--- config.mk ---
export PLATFORM = sky130hd
export DESIGN_NAME = dma_req_gen
export DESIGN_NICKNAME = d
export VERILOG_FILES = /design/src/rtl/dma_req_pkg.sv /design/src/rtl/dma_req_pick.sv /design/src/rtl/dma_req_len_cnt.sv /design/src/rtl/dma_req_gen.sv
export SDC_FILE = /design/constraint.sdc
export NUM_CORES = 1
export LEC_CHECK = 0
export ABC_AREA = 0
export CAP_MARGIN = 30
export CELL_PAD_IN_SITES_DETAIL_PLACEMENT = 2
export CELL_PAD_IN_SITES_GLOBAL_PLACEMENT = 2
export CORE_MARGIN = 2
export CORE_UTILIZATION = 25
export CTS_CLUSTER_DIAMETER = 100
export CTS_CLUSTER_SIZE = 25
export DETAILED_ROUTE_END_ITERATION = 12
export PLACE_DENSITY = 0.67
export SLEW_MARGIN = 20
export SYNTH_ARGS = -nofsm -noshare
export SYNTH_HDL_FRONTEND = slang
export SYNTH_SLANG_ARGS = --single-unit
--- constraint.sdc ---
create_clock -name clk_i -period 4.25 [get_ports clk_i]
set_input_delay 0.85 -clock clk_i [delete_from_list [all_inputs] [get_ports clk_i]]
set_output_delay 0.85 -clock clk_i [all_outputs]
set_load 0.01 [all_outputs]
--- src/rtl/dma_req_pkg.sv ---
package dma_req_pkg;

  typedef enum logic [2:0] {
    RK_NONE,
    RK_BURST,
    RK_LBURST,
    RK_SINGLE,
    RK_LSINGLE
  } req_kind_t;

  typedef enum logic [1:0] {
    ST_IDLE,
    ST_EVAL,
    ST_WAIT,
    ST_SETTLE
  } gen_state_t;

endpackage

--- src/rtl/dma_req_pick.sv ---
module dma_req_pick
  import dma_req_pkg::*;
#(
  parameter int LEN_W   = 16,
  parameter int BURST_W = 6,
  parameter int LVL_W   = 6
) (
  input  logic [LEN_W-1:0]   rem_i,
  input  logic [BURST_W-1:0] burst_i,
  input  logic [LVL_W-1:0]   lvl_i,
  output req_kind_t          kind_o
);

  localparam int CMP_W = (LVL_W > BURST_W) ? LVL_W : BURST_W;

  logic [LEN_W-1:0] burst_len;
  logic [CMP_W-1:0] burst_cmp;
  logic [CMP_W-1:0] lvl_cmp;
  logic             whole_left;
  logic             enough_words;

  assign burst_len    = LEN_W'(burst_i);
  assign burst_cmp    = CMP_W'(burst_i);
  assign lvl_cmp      = CMP_W'(lvl_i);
  assign whole_left   = (rem_i >= burst_len);
  assign enough_words = (lvl_cmp >= burst_cmp);

  always_comb begin
    kind_o = RK_NONE;
    if (whole_left) begin
      if (enough_words) begin
        kind_o = (rem_i == burst_len) ? RK_LBURST : RK_BURST;
      end
    end else if ((rem_i != '0) && (lvl_i != '0)) begin
      kind_o = (rem_i == LEN_W'(1)) ? RK_LSINGLE : RK_SINGLE;
    end
  end

endmodule

--- src/rtl/dma_req_len_cnt.sv ---
module dma_req_len_cnt #(
  parameter int LEN_W = 16
) (
  input  logic             clk_i,
  input  logic             rst_ni,
  input  logic             load_i,
  input  logic [LEN_W-1:0] len_i,
  input  logic             dec_en_i,
  input  logic [LEN_W-1:0] dec_amt_i,
  output logic [LEN_W-1:0] rem_o
);

  logic [LEN_W-1:0] rem_d;
  logic [LEN_W-1:0] rem_q;
  logic             rem_en;

  assign rem_en = load_i | dec_en_i;

  always_comb begin
    rem_d = rem_q;
    if (load_i) begin
      rem_d = len_i;
    end else if (dec_en_i) begin
      rem_d = rem_q - dec_amt_i;
    end
  end

  always_ff @(posedge clk_i or negedge rst_ni) begin
    if (!rst_ni) begin
      rem_q <= '0;
    end else if (rem_en) begin
      rem_q <= rem_d;
    end
  end

  assign rem_o = rem_q;

endmodule

--- src/rtl/dma_req_gen.sv ---
module dma_req_gen
  import dma_req_pkg::*;
#(
  parameter int LEN_W   = 16,
  parameter int BURST_W = 6,
  parameter int LVL_W   = 6
) (
  input  logic               clk_i,
  input  logic               rst_ni,
  input  logic               start_i,
  input  logic [LEN_W-1:0]   xfer_len_i,
  input  logic [BURST_W-1:0] burst_sz_i,
  input  logic [LVL_W-1:0]   fifo_lvl_i,
  input  logic               dma_clr_i,
  output logic               breq_o,
  output logic               lbreq_o,
  output logic               sreq_o,
  output logic               lsreq_o,
  output logic               busy_o,
  output logic               done_o
);

  gen_state_t         state_d, state_q;
  req_kind_t          kind_d, kind_q, pick_kind;
  logic [BURST_W-1:0] burst_q;
  logic               burst_en;
  logic               done_d, done_q;
  logic               load;
  logic               dec_en;
  logic [LEN_W-1:0]   dec_amt;
  logic [LEN_W-1:0]   rem;
  logic               served_burst;
  logic               served_last;

  dma_req_len_cnt #(.LEN_W(LEN_W)) len_cnt_i (
    .clk_i     (clk_i),
    .rst_ni    (rst_ni),
    .load_i    (load),
    .len_i     (xfer_len_i),
    .dec_en_i  (dec_en),
    .dec_amt_i (dec_amt),
    .rem_o     (rem)
  );

  dma_req_pick #(.LEN_W(LEN_W), .BURST_W(BURST_W), .LVL_W(LVL_W)) pick_i (
    .rem_i   (rem),
    .burst_i (burst_q),
    .lvl_i   (fifo_lvl_i),
    .kind_o  (pick_kind)
  );

  assign served_burst = (kind_q == RK_BURST) || (kind_q == RK_LBURST);
  assign served_last  = (kind_q == RK_LBURST) || (kind_q == RK_LSINGLE);
  assign dec_amt      = served_burst ? LEN_W'(burst_q) : LEN_W'(1);

  always_comb begin
    state_d = state_q;
    kind_d  = kind_q;
    done_d  = 1'b0;
    load    = 1'b0;
    dec_en  = 1'b0;
    unique case (state_q)
      ST_IDLE: begin
        if (start_i && (xfer_len_i != '0) && (burst_sz_i != '0)) begin
          load    = 1'b1;
          state_d = ST_EVAL;
        end
      end
      ST_EVAL: begin
        if (pick_kind != RK_NONE) begin
          kind_d  = pick_kind;
          state_d = ST_WAIT;
        end
      end
      ST_WAIT: begin
        if (dma_clr_i) begin
          dec_en = 1'b1;
          kind_d = RK_NONE;
          if (served_last) begin
            done_d  = 1'b1;
            state_d = ST_IDLE;
          end else begin
            state_d = ST_SETTLE;
          end
        end
      end
      ST_SETTLE: state_d = ST_EVAL;
      default:   state_d = ST_IDLE;
    endcase
  end

  assign burst_en = load;

  always_ff @(posedge clk_i or negedge rst_ni) begin
    if (!rst_ni) begin
      state_q <= ST_IDLE;
      kind_q  <= RK_NONE;
      done_q  <= 1'b0;
    end else begin
      state_q <= state_d;
      kind_q  <= kind_d;
      done_q  <= done_d;
    end
  end

  always_ff @(posedge clk_i or negedge rst_ni) begin
    if (!rst_ni) begin
      burst_q <= '0;
    end else if (burst_en) begin
      burst_q <= burst_sz_i;
    end
  end

  assign breq_o  = (kind_q == RK_BURST);
  assign lbreq_o = (kind_q == RK_LBURST);
  assign sreq_o  = (kind_q == RK_SINGLE);
  assign lsreq_o = (kind_q == RK_LSINGLE);
  assign busy_o  = (state_q != ST_IDLE);
  assign done_o  = done_q;

endmodule

==> After elaboration in Yosys (flattened, before gate mapping) <==
Index checks and enable logic that the tools add are counted.
{ "classes": {"add_sub_neg": 1, "order_cmp": 2, "n_eq_ne": 12, "mux": 23, "bitwise": 1, "reduce_logical": 17} }
{ "ops": {"columns": ["operator", "count"], "rows": [
  ["two-way mux 16 bit", 2],
  ["nonzero test 16 bit", 2],
  ["two-way mux 3 bit", 6],
  ["equality test 16 x 1 -> 1 bit (second input constant)", 1],
  ["equality test 16 x 6 -> 1 bit", 1],
  ["greater-or-equal comparator 16 x 6 -> 1 bit", 1],
  ["subtractor 16 x 6 -> 16 bit", 1],
  ["nonzero test 6 bit", 2],
  ["two-way mux 2 bit", 5],
  ["one-hot mux 2 bit (4 select lines)", 1],
  ["two-way mux 1 bit", 7],
  ["equality test 3 x 2 -> 1 bit (second input constant)", 2],
  ["greater-or-equal comparator 6 bit", 1],
  ["two-way mux 6 bit", 1],
  ["!= test 2 bit (second input constant)", 3],
  ["one-hot mux 3 bit (2 select lines)", 1],
  ["AND reduction 3 bit", 2],
  ["nonzero test 2 bit", 3],
  ["equality test 2 bit (second input constant)", 2],
  ["equality test 3 x 1 -> 1 bit (second input constant)", 1],
  ["equality test 3 bit (second input constant)", 1],
  ["logical AND 1 bit", 3],
  ["nonzero test 3 bit", 1],
  ["equality test 2 x 1 -> 1 bit (second input constant)", 1],
  ["other kinds (4)", 5]
]} }
{ "totals": {"register_bits": 28, "inputBits": 32, "out_inout_bits": 6, "elab_cells": 61} }

==> Longest topological paths before layout <==
Gate-level depths: netlist (run 1).
{ "depth": {"word_depth": 7, "depth_mapped": 13, "mapped_depth_nobuf": 12} }

==> Hierarchy <==
A second synthesis (run 1) with hierarchy kept.
{ "hier_totals": {"hier_cells": 324, "area_unflattened_um2": 2687.6} }
{ "by_module_without_submodules": {"columns": ["mod", "n_inst", "cells_each", "area_each_um2", "seq_area_each_um2"], "rows": [
  ["dma_req_len_cnt", 1, 205, 1604.0, 400.4],
  ["dma_req_gen", 1, 68, 698.2, 300.3],
  ["dma_req_pick", 1, 51, 385.4, 0.0]
]} }

==> Least setup slack after synthesis (run 1) <==
OpenSTA, ideal clock, no wires.
{ "synth_timing": {"path_type": "register -> register", "startpoint": "reg kind_q[2]", "endpoint": "reg len_cnt_i.rem_q[11] (netlist: len_cnt_i.rem_o[11])", "setup_ns": 0.123, "arrival_time_ns": 2.773, "t_required_ns": 4.127, "path_slack_ns": 1.354, "stages_incl_launch_ff": 12, "n_path_buf": 1, "period_less_slack_ns": 2.896, "path_cell_list": "dfrtp_1 -> nor3b_1 -> or2_2 -> clkbuf_1 -> nand2_1 -> ha_1 -> nor2b_1 -> o31a_1 -> o31a_1 -> nor4_1 -> xnor2_1 -> a21oi_1"} }
{ "synth_between": {"elab_chain_len": 6, "word_cells_on_any_way": 7, "classes_between": "add/sub: 1; eq/ne: 2; mux: 3; reduce/logical: 1"} }
{ "synth_rtl": {"columns": ["element", "line_no", "source"], "rows": [
  ["start: declaration", "dma_req_gen.sv:24", "req_kind_t kind_d, kind_q, pick_kind;"],
  ["start signal: assignment", "dma_req_gen.sv:101", "kind_q <= kind_d;"],
  ["equality test 3 x 2 -> 1 bit", null, null],
  ["named net lbreq_o", "dma_req_gen.sv:16", "output logic lbreq_o,"],
  ["logical OR 1 bit", "dma_req_gen.sv:52", "assign served_burst = (kind_q == RK_BURST) || (kind_q == RK_LBURST);"],
  ["two-way mux 6 bit", "dma_req_gen.sv:54", "assign dec_amt = served_burst ? LEN_W'(burst_q) : LEN_W'(1);"],
  ["subtractor 16 x 6 -> 16 bit", "dma_req_len_cnt.sv:24", "rem_d = rem_q - dec_amt_i;"],
  ["two-way mux 16 bit", "dma_req_len_cnt.sv:23", "end else if (dec_en_i) begin"],
  ["two-way mux 16 bit", "dma_req_len_cnt.sv:21", "if (load_i) begin"],
  ["end signal: assignment", "dma_req_len_cnt.sv:32", "rem_q <= rem_d;"],
  ["end: declaration", "dma_req_len_cnt.sv:14", "logic [LEN_W-1:0] rem_q;"]
]} }
The timed path passes the listed nets, and every way through them passes these cells. The select of a mux whose other input is x is not followed.
A chain may end at the register's enable or synchronous reset.

==> Final worst setup path (run 1) <==
{ "layout_timing": {"startpoint": "reg kind_q[1]", "endpoint": "reg len_cnt_i.rem_q[12] (netlist: len_cnt_i.rem_o[12])"} }
{ "layout_between": {"elab_chain_len": 6, "word_cells_on_any_way": 7, "classes_between": "add/sub: 1; eq/ne: 2; mux: 3; reduce/logical: 1"} }
{ "layout_rtl": {"columns": ["element", "line_no"], "rows": [
  ["equality test 3 x 1 -> 1 bit or equality test 3 x 2 -> 1 bit (tied branches)", "dma_req_gen.sv:52"],
  ["logical OR 1 bit (*)", "dma_req_gen.sv:52"],
  ["two-way mux 6 bit (*)", "dma_req_gen.sv:54"],
  ["subtractor 16 x 6 -> 16 bit (*)", "dma_req_len_cnt.sv:24"],
  ["two-way mux 16 bit (*)", "dma_req_len_cnt.sv:23"],
  ["two-way mux 16 bit (*)", "dma_req_len_cnt.sv:21"]
]} }
Mark *: on every way between the ends. The rest lies on a longest branch, timed or not. The select of a mux whose other input is x is not followed.

==> results of run 1 <==
## registers in the layout, indices dropped and copies added (netlist names)
register	count
burst_q	6
kind_q	3
done_o	1
state_q	2
len_cnt_i.rem_o	16
## worst max-delay path, cell delays in order, from the launching register on
cell      delay, ns
dfrtp_1        0.43
nor3b_1        0.18
or2_2          0.39
nand2b_1       0.10
ha_1           0.17
inv_1          0.05
fa_1           0.41
a21o_1         0.21
a211oi_1       0.35
o211ai_1       0.28
nor3_1         0.28
xnor2_1        0.18
a21oi_1        0.10
## power by group through the flow
stage,Clock (mW),Sequential (mW),Combinational (mW)
3_3_place_gp,0,0.526,0.985
2_1_floorplan,0,0.484,0.762
6_report,0.221,0.522,1.02
5_1_grt,0.238,0.545,1.16
3_5_place_dp,0,0.530,1.03
4_1_cts,0.227,0.524,1.04
## stage by stage
step	utilization	hold slack (ns)	setup WS, ns
after CTS	0.325	0.553	0.981
after floorplan	-	0.502	1.35
after global routing	0.325	0.577	0.800
after global placement	0.316	0.522	0.933
after detailed placement	0.316	0.529	0.855
final	0.325	0.546	1.01
## routing by layer
metal  part of all wire  wire length, um
met5                  0                0
met4             0.0099               60
met3              0.035              215
met2               0.48             2930
met1               0.47             2850
## cell type report
class | instances | area [um2] | share of cell area
Clock buffer | 3 | 41.3 | 0.0155
Timing Repair Buffer | 40 | 393 | 0.148
Sequential cell | 28 | 701 | 0.264
Multi-Input combinational cell | 183 | 1310 | 0.493
Clock inverter | 1 | 30.0 | 0.0113
Tap cell | 105 | 131 | 0.0494
Inverter | 14 | 52.6 | 0.0198
## Yosys cell counts, types with 3 or more instances
master / n / area (um2)
o21a_1: 4 / 30.0
a21oi_1: 22 / 110
a211oi_1: 3 / 22.5
dfrtp_1: 28 / 701
nor3b_1: 4 / 30.0
o21ai_0: 9 / 45.0
nor4_1: 7 / 43.8
xnor2_1: 9 / 78.8
mux2_2: 8 / 90.1
xor2_1: 3 / 26.3
buf_4: 3 / 22.5
nor2_1: 27 / 101
nand2_1: 16 / 60.1
inv_1: 14 / 52.6
mux2i_1: 3 / 30.0
nor3_1: 8 / 40.0
ha_1: 21 / 263
## placed cells by master, fill, tap and decap left out, types with 2 or more instances in the layout
| master | instances |
|---|---|
| or4_1 | 2 |
| nand2_1 | 16 |
| dfrtp_1 | 28 |
| xor2_1 | 3 |
| nor3_1 | 8 |
| xnor2_1 | 9 |
| mux2i_1 | 3 |
| nand2b_1 | 2 |
| mux2_2 | 8 |
| nor2b_1 | 2 |
| a21o_1 | 2 |
| a211oi_1 | 3 |
| nor2_1 | 27 |
| o21ai_0 | 9 |
| nand4_1 | 2 |
| clkdlybuf4s50_1 | 37 |
| or3_1 | 2 |
| buf_4 | 3 |
| nor3b_1 | 4 |
| a21oi_1 | 22 |
| nand3b_1 | 2 |
| clkbuf_8 | 3 |
| ha_1 | 21 |
| o31a_1 | 2 |
| o21a_1 | 4 |
| inv_1 | 14 |
| nor4_1 | 7 |
| or2_2 | 2 |
## cell families after synthesis
kind of cell	after synthesis	share of synthesized area
buf+inv	20	0.0446
simple gates	85	0.216
flops	28	0.333
mux	11	0.0571
compound gates	53	0.165
fa+ha+maj	22	0.134
xor+xnor	12	0.0499
## worst max-delay path by stage
stage,from,to,slack [ns],depth (start not counted)
finish,kind_q[1]$_DFFE_PN0P_,len_cnt_i.rem_o[12]$_DFFE_PN0P_,1.01,12
floorplan,kind_q[2]$_DFFE_PN0P_,len_cnt_i.rem_o[11]$_DFFE_PN0P_,1.35,11
detailed placement,burst_sz_i[3],len_cnt_i.rem_o[4]$_DFFE_PN0P_,0.86,7
global route,kind_q[1]$_DFFE_PN0P_,len_cnt_i.rem_o[12]$_DFFE_PN0P_,0.80,12
CTS,kind_q[1]$_DFFE_PN0P_,len_cnt_i.rem_o[12]$_DFFE_PN0P_,0.98,12
global placement,burst_sz_i[3],len_cnt_i.rem_o[8]$_DFFE_PN0P_,0.93,7
==> reports/qor.yml, run 1 <==
outcome:
  outcome: "finished, final reports clean"
sta:
  rsz0062_at_grt: "no"
  slew_viol_final: 0
  setup_violations: 0
  skew_ns: 0.00727
  tns_ns: 0
  fmax_mhz: 309
  final-hold-violation-count: 0
  period_minus_slack_ns: 3.24
  slew_headroom: 0.489
  tightest_slew_ns: 0.767
  period_share: 0.762
route:
  ant_nets: 0
  drtPass1Iterations: 4
  wl_per_cell_um: 16.2
  vias: 1862
  drc: 0
  viasPerCell: 4.98
  drt_iter0_drc: 38
  postRouteWirelength_um: 6060
synth:
  ys_ff_latch: 28
  yosysSeqAreaShare: 0.333
  avgSynthCellArea_um2: 9.11
  synthDistinctLibCells: 50
  synth_enable_flop_cells: 0
  synth_ff_type: "dfrtp_1"
  synth_nets: 285
  synthArstFlopShare: 1.00
  synth_area_mm2: 0.00210
  yosysWarnings: 0
  synth_cells: 231
floorplan:
  start_util: 0.257
  num_io_pins: 38
  core_mm2: 0.00818
  design.die.area_mm2: 0.00917
  core.rowCount: 33
  fp.dieH_um: 95.8
  die_w_um: 95.8
worst_hold_path:
  whs_path_depth: 1
  min_to: "burst_q[1]$_DFFE_PN0P_"
  worstHoldStart: "burst_q[1]$_DFFE_PN0P_"
  hp-class: "flip-flop to flip-flop"
layout:
  fillerInstances: 947
  drive_above_1_share: 0.100
  final_area_mm2: 0.00266
  area_growth_pct: 26.3
  final_cells: 374
  fin_nets: 324
  antenna_cells: 0
clocking:
  h-tree-depth: 1
  clk_pin_slew_worst_paths_ns: 0.11
  cts_root_buf: "clkbuf_8"
  cts_buffer_depth: 2
  cts_sinks: 28
  cts_tree: "done"
  cts_setup_buffers: 0
  cts_hold_buf: 0
  ctsResizeCount: 0
  clock_latency_ns: 0.29
  cts_buffers: 3
global_route:
  first_global_vias: 2013
  grtUsageTotal: 0.142
  grt_start_max_net_pins: 29
  use_met3: 0.0204
  use_met1: 0.181
  antenna_found_initial: 0
  grt_remaining_overflow: 0
  top_usage_layer: "met2"
  grt_util_met2: 0.253
  grt_pass1_wl_um: 9940
place:
  gp_congestion: 0.747
  hpwlAfterDp_um: 5030
  port_buffers: 37
  placed_cells: 370
  post_dp_cell_area_mm2: 0.00259
critical_path:
  start_kind: "flip-flop"
  rrSetupSlack_ns: 1.01
  reg2regPathDepth: 12
  crit_required_ns: 4.43
  path_max_fanout: 6
  r2r-end: "len_cnt_i.rem_o[12]$_DFFE_PN0P_"
  worstPathArrival_ns: 3.42
  reg2reg_from: "kind_q[1]$_DFFE_PN0P_"
  crit_path_end_kind: "flip-flop"
  path_class: "flip-flop to flip-flop"
pwr:
  intPower_mw: 0.983
  p_per_area_mw_per_mm2: 664
  total_power_mw: 1.77
  p_comb_frac: 0.579
  peakVddDrop_uv: 186
  sw_frac_of_total: 0.443
  p_seq_frac: 0.296
  power.switching_mw: 0.782
  p_leak_nw: 1.09
  clkPwrFrac: 0.125
job:
  cap_violations: 0
Note: power is estimated with default switching activity, not from simulation.
==> run 2, diff against run 1 <==
==> constraint.sdc (replaced) <==
create_clock -name clk_i -period 3.2 [get_ports clk_i]
set_input_delay 0.64 -clock clk_i [delete_from_list [all_inputs] [get_ports clk_i]]
set_output_delay 0.64 -clock clk_i [all_outputs]
set_load 0.01 [all_outputs]
==> run 2 against run 1 <==
Net effect: total power is 30% higher; global-route usage fell by 0.16 points; sequential share of layout area down 0.18 points; clock power increased by 3%; utilization is 0.23 points higher; largest power group unchanged; highest routed layer unchanged.
==> reports/qor.yml, run 2 (same netlist as run 1, synthesis figures left out) <==
layout:
  multi_input_area_mm2: 0.00133  # was 0.00131 mm2
  drive_above_1_share: 0.115  # was 0.100
  final_common_cell: "clkdlybuf4s50_1"  # unchanged
  antenna_cells: 0  # unchanged
  fin_nets: 325  # was 324
  largest_register_ffs: 16  # unchanged
  layout_common_cells: "clkdlybuf4s50_1, dfrtp_1, nor2_1, a21oi_1, ha_1"  # unchanged
  regArea_um2: 701  # unchanged
  final_cells: 375  # was 374
  area_growth_pct: 27.2  # was 26.3%
  fillerInstances: 941  # was 947
sta:
  tns_ns: 0  # unchanged
  final-hold-violation-count: 0  # unchanged
  fmax_mhz: 335  # was 309 MHz
  slew_viol_final: 0  # unchanged
  skew_ns: 0.00635  # was 0.00727 ns
  period_minus_slack_ns: 2.99  # was 3.24 ns
  slew_headroom: 0.623  # was 0.489
  rsz0062_at_grt: "no"  # unchanged
  period_share: 0.933  # was 0.762
  setup_violations: 0  # unchanged
  tightest_slew_ns: 0.564  # was 0.767 ns
critical_path:
  crit_path_end_kind: "flip-flop"  # unchanged
  crit_path_start: "kind_q[1]$_DFFE_PN0P_"  # unchanged
  path_max_fanout: 6  # unchanged
  crit_required_ns: 3.37  # was 4.43 ns
  worstPathArrival_ns: 3.16  # was 3.42 ns
  reg2reg_from: "kind_q[1]$_DFFE_PN0P_"  # unchanged
  r2r-end: "len_cnt_i.rem_o[12]$_DFFE_PN0P_"  # unchanged
  cp_top_family: "simple AND/OR/NAND/NOR gates"  # unchanged
  cp_slowest_cell: "dfrtp_1"  # unchanged
  worstPathCellList: "nor3b_1 -> or2_2 -> nand2b_1 -> ha_1 -> inv_1 -> fa_1 -> a21o_1 -> a211oi_2 -> o211ai_1 -> nor3_2 -> xnor2_1 -> a21oi_1"  # was nor3b_1 -> or2_2 -> nand2b_1 -> ha_1 -> inv_1 -> fa_1 -> a21o_1 -> a211oi_1 -> o211ai_1 -> nor3_1 -> xnor2_1 -> a21oi_1
  path_class: "flip-flop to flip-flop"  # unchanged
  reg2regPathDepth: 12  # unchanged
  rrSetupSlack_ns: 0.21  # was 1.01 ns
  start_kind: "flip-flop"  # unchanged
  slowest_delay_ns: 0.44  # was 0.43 ns
  path_buf_inv: 1  # unchanged
global_route:
  grt_pass1_wl_um: 9780  # was 9940 um
  antenna_found_initial: 0  # unchanged
  grt_start_max_net_pins: 37  # was 29
  grt_remaining_overflow: 0  # unchanged
  grtUsageTotal: 0.140  # was 0.142
  first_global_vias: 1969  # was 2013
clocking:
  ctsResizeCount: 0  # unchanged
  cts_hold_buf: 0  # unchanged
  cts_setup_buffers: 0  # unchanged
  cts_tree: "done"  # unchanged
  cts_root_buf: "clkbuf_8"  # unchanged
  clk_pin_slew_worst_paths_ns: 0.10  # was 0.11 ns
  cts_buffer_depth: 2  # unchanged
  cts_sinks: 28  # unchanged
  h-tree-depth: 1  # unchanged
  clock_latency_ns: 0.28  # was 0.29 ns
  cts_buffers: 3  # unchanged
floorplan:
  core.rowCount: 33  # unchanged
  num_io_pins: 38  # unchanged
  core_mm2: 0.00818  # unchanged
  start_util: 0.257  # unchanged
  die_w_um: 95.8  # unchanged
  design.die.area_mm2: 0.00917  # unchanged
  fp.dieH_um: 95.8  # unchanged
route:
  drt_iter0_drc: 39  # was 38
  drtPass1Iterations: 3  # was 4
  postRouteWirelength_um: 5970  # was 6060 um
  dr_wl_met2_um: 2870  # was 2930 um
  highest-signal-layer: "met4"  # unchanged
  viasPerCell: 4.86  # was 4.98
  vias: 1823  # was 1862
  wl_per_cell_um: 15.9  # was 16.2 um
  drc: 0  # unchanged
  ant_nets: 0  # unchanged
  wl_met3_um: 172  # was 215 um
  wl_met1_um: 2890  # was 2850 um
place:
  port_buffers: 37  # unchanged
  placed_cells: 371  # was 370
  hpwlAfterDp_um: 4960  # was 5030 um
  gp_congestion: 0.762  # was 0.747
pwr:
  p_leak_nw: 1.09  # about the same
  peakVddDrop_uv: 245  # was 186 uV
  p_per_area_mw_per_mm2: 860  # was 664 mW/mm2
worst_hold_path:
  whs_path_depth: 1  # unchanged
  min_to: "burst_q[5]$_DFFE_PN0P_"  # was burst_q[1]$_DFFE_PN0P_
  worstHoldStart: "burst_q[5]$_DFFE_PN0P_"  # was burst_q[1]$_DFFE_PN0P_
  hp-class: "flip-flop to flip-flop"  # unchanged
outcome:
  outcome: "finished, final reports clean"  # unchanged
job:
  cap_violations: 0  # unchanged
## run 2: layer usage
| layer | GRT usage | vias to the layer above |
|---|---|---|
| met2 | 0.249 | 31 |
| met5 | 0 | - |
| met1 | 0.185 | 885 |
| met4 | 0.0250 | 0 |
| met3 | 0.0157 | 4 |
| li1 | - | 903 |
## run 2: worst max path at each step
stage	endpoint	depth (start not counted)	slack [ns]
floorplan	len_cnt_i.rem_o[11]$_DFFE_PN0P_	11	0.30
global placement	len_cnt_i.rem_o[12]$_DFFE_PN0P_	12	0.28
detailed placement	len_cnt_i.rem_o[12]$_DFFE_PN0P_	12	0.15
CTS	len_cnt_i.rem_o[12]$_DFFE_PN0P_	12	0.12
global route	len_cnt_i.rem_o[10]$_DFFE_PN0P_	12	0.004
finish	len_cnt_i.rem_o[12]$_DFFE_PN0P_	12	0.21
## run 2: layout make-up
type	instances	area share
Clock buffer	4	0.0206
Sequential cell	28	0.262
Multi-Input combinational cell	183	0.495
Tap cell	105	0.0491
Timing Repair Buffer	41	0.154
Inverter	14	0.0196
## run 2: through the flow
| step | setup WS [ns] | total power [mW] | hold slack, ns | util | instance area [um2] |
|---|---|---|---|---|---|
| finish | 0.213 | 2.30 | 0.556 | 0.328 | 2680 |
| global route | 0.00429 | 2.56 | 0.590 | 0.328 | 2680 |
| CTS | 0.120 | 2.33 | 0.561 | 0.326 | 2660 |
| detailed placement | 0.146 | 2.09 | 0.536 | 0.319 | 2610 |
| global placement | 0.282 | 2.04 | 0.532 | 0.319 | 2610 |
| floorplan | 0.304 | 1.65 | 0.344 | - | 2100 |
## run 2: worst reg2reg max path: stages, from the launching register on
cell	delay, ns
dfrtp_1	0.44
nor3b_1	0.18
or2_2	0.37
nand2b_1	0.11
ha_1	0.17
inv_1	0.05
fa_1	0.39
a21o_1	0.22
a211oi_2	0.25
o211ai_1	0.28
nor3_2	0.22
xnor2_1	0.14
a21oi_1	0.08
## run 2: report_power, final
group          internal (mW)  switching, mW  leakage [nW]
clock network          0.110          0.118        0.0288
logic                  0.643          0.728         0.736
registers              0.515          0.187         0.328
==> run 3, diff against run 2 <==
--- a/config.mk
+++ b/config.mk
@@ -6,13 +6,13 @@
 export NUM_CORES = 1
 export LEC_CHECK = 0
 export ABC_AREA = 0
-export CAP_MARGIN = 30
+export CAP_MARGIN = 5
 export CELL_PAD_IN_SITES_DETAIL_PLACEMENT = 2
 export CELL_PAD_IN_SITES_GLOBAL_PLACEMENT = 2
 export CORE_MARGIN = 2
 export CORE_UTILIZATION = 25
 export CTS_CLUSTER_DIAMETER = 100
-export CTS_CLUSTER_SIZE = 25
+export CTS_CLUSTER_SIZE = 40
 export DETAILED_ROUTE_END_ITERATION = 12
 export PLACE_DENSITY = 0.67
 export SLEW_MARGIN = 20
==> constraint.sdc (replaced) <==
create_clock -name clk_i -period 3.3 [get_ports clk_i]
set_input_delay 0.66 -clock clk_i [delete_from_list [all_inputs] [get_ports clk_i]]
set_output_delay 0.66 -clock clk_i [all_outputs]
set_load 0.01 [all_outputs]
==> run 3 against run 2 <==
Net effect: global-route usage up 0.48 points; design area up 0.61%; clock-buffer cell count down 1; sequential power down 3%; utilization up 0.20 points; combinational power about the same.
==> reports/qor.yml, run 3 (same netlist as run 1, synthesis figures left out) <==
layout:
  antenna_cells: 0  # unchanged
  layout_common_cells: "clkdlybuf4s50_1, dfrtp_1, nor2_1, a21oi_1, ha_1"  # unchanged
  final_cells: 375  # unchanged
  largest_register_ffs: 16  # unchanged
  fin_nets: 325  # unchanged
  area_growth_pct: 28.0  # was 27.2%
  drive_above_1_share: 0.115  # unchanged
  final_common_cell: "clkdlybuf4s50_1"  # unchanged
worst_hold_path:
  whs_path_depth: 1  # unchanged
  hp-class: "flip-flop to flip-flop"  # unchanged
global_route:
  grt_pass1_wl_um: 10100  # was 9780 um
  first_global_vias: 2052  # was 1969
  grtUsageTotal: 0.145  # was 0.140
  antenna_found_initial: 0  # unchanged
  grt_start_max_net_pins: 29  # was 37
  grt_remaining_overflow: 0  # unchanged
clocking:
  clock_latency_ns: 0.28  # about the same
  cts_sinks: 28  # unchanged
  cts_hold_buf: 0  # unchanged
  clk_pin_slew_worst_paths_ns: 0.11  # was 0.10 ns
  cts_root_buf: "clkbuf_8"  # unchanged
  cts_buffer_depth: 2  # unchanged
  cts_tree: "done"  # unchanged
  cts_buffers: 3  # unchanged
  h-tree-depth: 1  # unchanged
sta:
  skew_ns: 0.00550  # was 0.00635 ns
  fmax_mhz: 328  # was 335 MHz
  rsz0062_at_grt: "no"  # unchanged
  slew_viol_final: 0  # unchanged
  final-hold-violation-count: 0  # unchanged
  slew_headroom: 0.630  # was 0.623
  tns_ns: 0  # unchanged
  period_share: 0.923  # was 0.933
  setup_violations: 0  # unchanged
  tightest_slew_ns: 0.555  # was 0.564 ns
  period_minus_slack_ns: 3.05  # was 2.99 ns
critical_path:
  cp_slowest_cell: "dfrtp_1"  # unchanged
  crit_path_end_kind: "flip-flop"  # unchanged
  start_kind: "flip-flop"  # unchanged
  path_class: "flip-flop to flip-flop"  # unchanged
  worstPathCellList: "nor3b_1 -> or2_2 -> nand2b_1 -> ha_1 -> inv_1 -> fa_1 -> a21o_1 -> a211oi_2 -> o211ai_1 -> nor3_2 -> xnor2_1 -> a21oi_1"  # unchanged
  crit_required_ns: 3.48  # was 3.37 ns
  reg2regPathDepth: 12  # unchanged
  path_max_fanout: 6  # unchanged
  worstPathArrival_ns: 3.23  # was 3.16 ns
  slowest_delay_ns: 0.43  # was 0.44 ns
route:
  vias: 1872  # was 1823
  drc: 0  # unchanged
  drtPass1Iterations: 4  # was 3
  ant_nets: 0  # unchanged
  postRouteWirelength_um: 6250  # was 5970 um
  drt_iter0_drc: 56  # was 39
  viasPerCell: 4.99  # was 4.86
  wl_per_cell_um: 16.7  # was 15.9 um
place:
  gp_congestion: 0.807  # was 0.762
  hpwlAfterDp_um: 5050  # was 4960 um
  port_buffers: 37  # unchanged
  placed_cells: 371  # unchanged
floorplan:
  die_w_um: 95.8  # unchanged
  core.rowCount: 33  # unchanged
  num_io_pins: 38  # unchanged
  core_mm2: 0.00818  # unchanged
  fp.dieH_um: 95.8  # unchanged
  start_util: 0.257  # unchanged
  design.die.area_mm2: 0.00917  # unchanged
job:
  cap_violations: 0  # unchanged
outcome:
  outcome: "finished, final reports clean"  # unchanged
pwr:
  peakVddDrop_uv: 263  # was 245 uV
  p_per_area_mw_per_mm2: 860  # about the same
  p_leak_nw: 1.10  # was 1.09 nW
[run 3: path summary, 6_finish.rpt]
kind	end	startpoint	slack, ns
worst max-delay path	len_cnt_i.rem_o[10]$_DFFE_PN0P_	kind_q[1]$_DFFE_PN0P_	0.25
worst min-delay path	burst_q[1]$_DFFE_PN0P_	burst_q[1]$_DFFE_PN0P_	0.56
worst max register to register	len_cnt_i.rem_o[10]$_DFFE_PN0P_	kind_q[1]$_DFFE_PN0P_	0.25
worst min register to register	burst_q[1]$_DFFE_PN0P_	burst_q[1]$_DFFE_PN0P_	0.56
max in group asynchronous	len_cnt_i.rem_o[2]$_DFFE_PN0P_	rst_ni	2.26
min in group asynchronous	len_cnt_i.rem_o[15]$_DFFE_PN0P_	rst_ni	0.76
[run 3: per-layer routing]
layer,routed length (um),global-route usage
met3,173,0.0125
met5,0,0
met1,2870,0.182
met2,3140,0.265
met4,59,0.0393
[run 3: report_power, final]
part | leakage [nW] | internal, mW | switching, mW
sequential | 0.328 | 0.499 | 0.183
combinational | 0.736 | 0.625 | 0.727
clock | 0.0357 | 0.163 | 0.119
total | 1.10 | 1.29 | 1.03
[run 3: critical path: cells and delay by family, from the launching register on]
family	cells	cell delay, ns
XOR/XNOR	1	0.16
adder cells (fa/ha/maj)	2	0.59
flip-flops	1	0.43
buffers and inverters	1	0.06
AO/OA/AOI/OAI	4	0.82
AND/OR/NAND/NOR	4	0.88
[run 3: cell type report]
type,count,area [um2]
clock buffer,3,41.3
multi-input combinational,183,1330
clock inverter,1,30.0
timing repair buffer,41,413
tap,105,131
sequential,28,701
inverter,14,52.6
fill,923,5480
[run 3: timing repair]
item,in CTS,in global routing
endpoints found under the setup margin,0,2
buffers inserted,0,0
gates resized for setup,0,3
[run 3: through the flow]
stage	utilization	setup WS [ns]	area (um2)	hold slack (ns)	power, mW
finish	0.330	0.253	2690	0.558	2.32
detailed placement	0.319	0.153	2610	0.532	2.03
CTS	0.328	0.111	2680	0.560	2.35
global route	0.330	0.0406	2690	0.581	2.56
global placement	0.319	0.266	2610	0.525	1.97
floorplan	-	0.404	2100	0.364	1.60
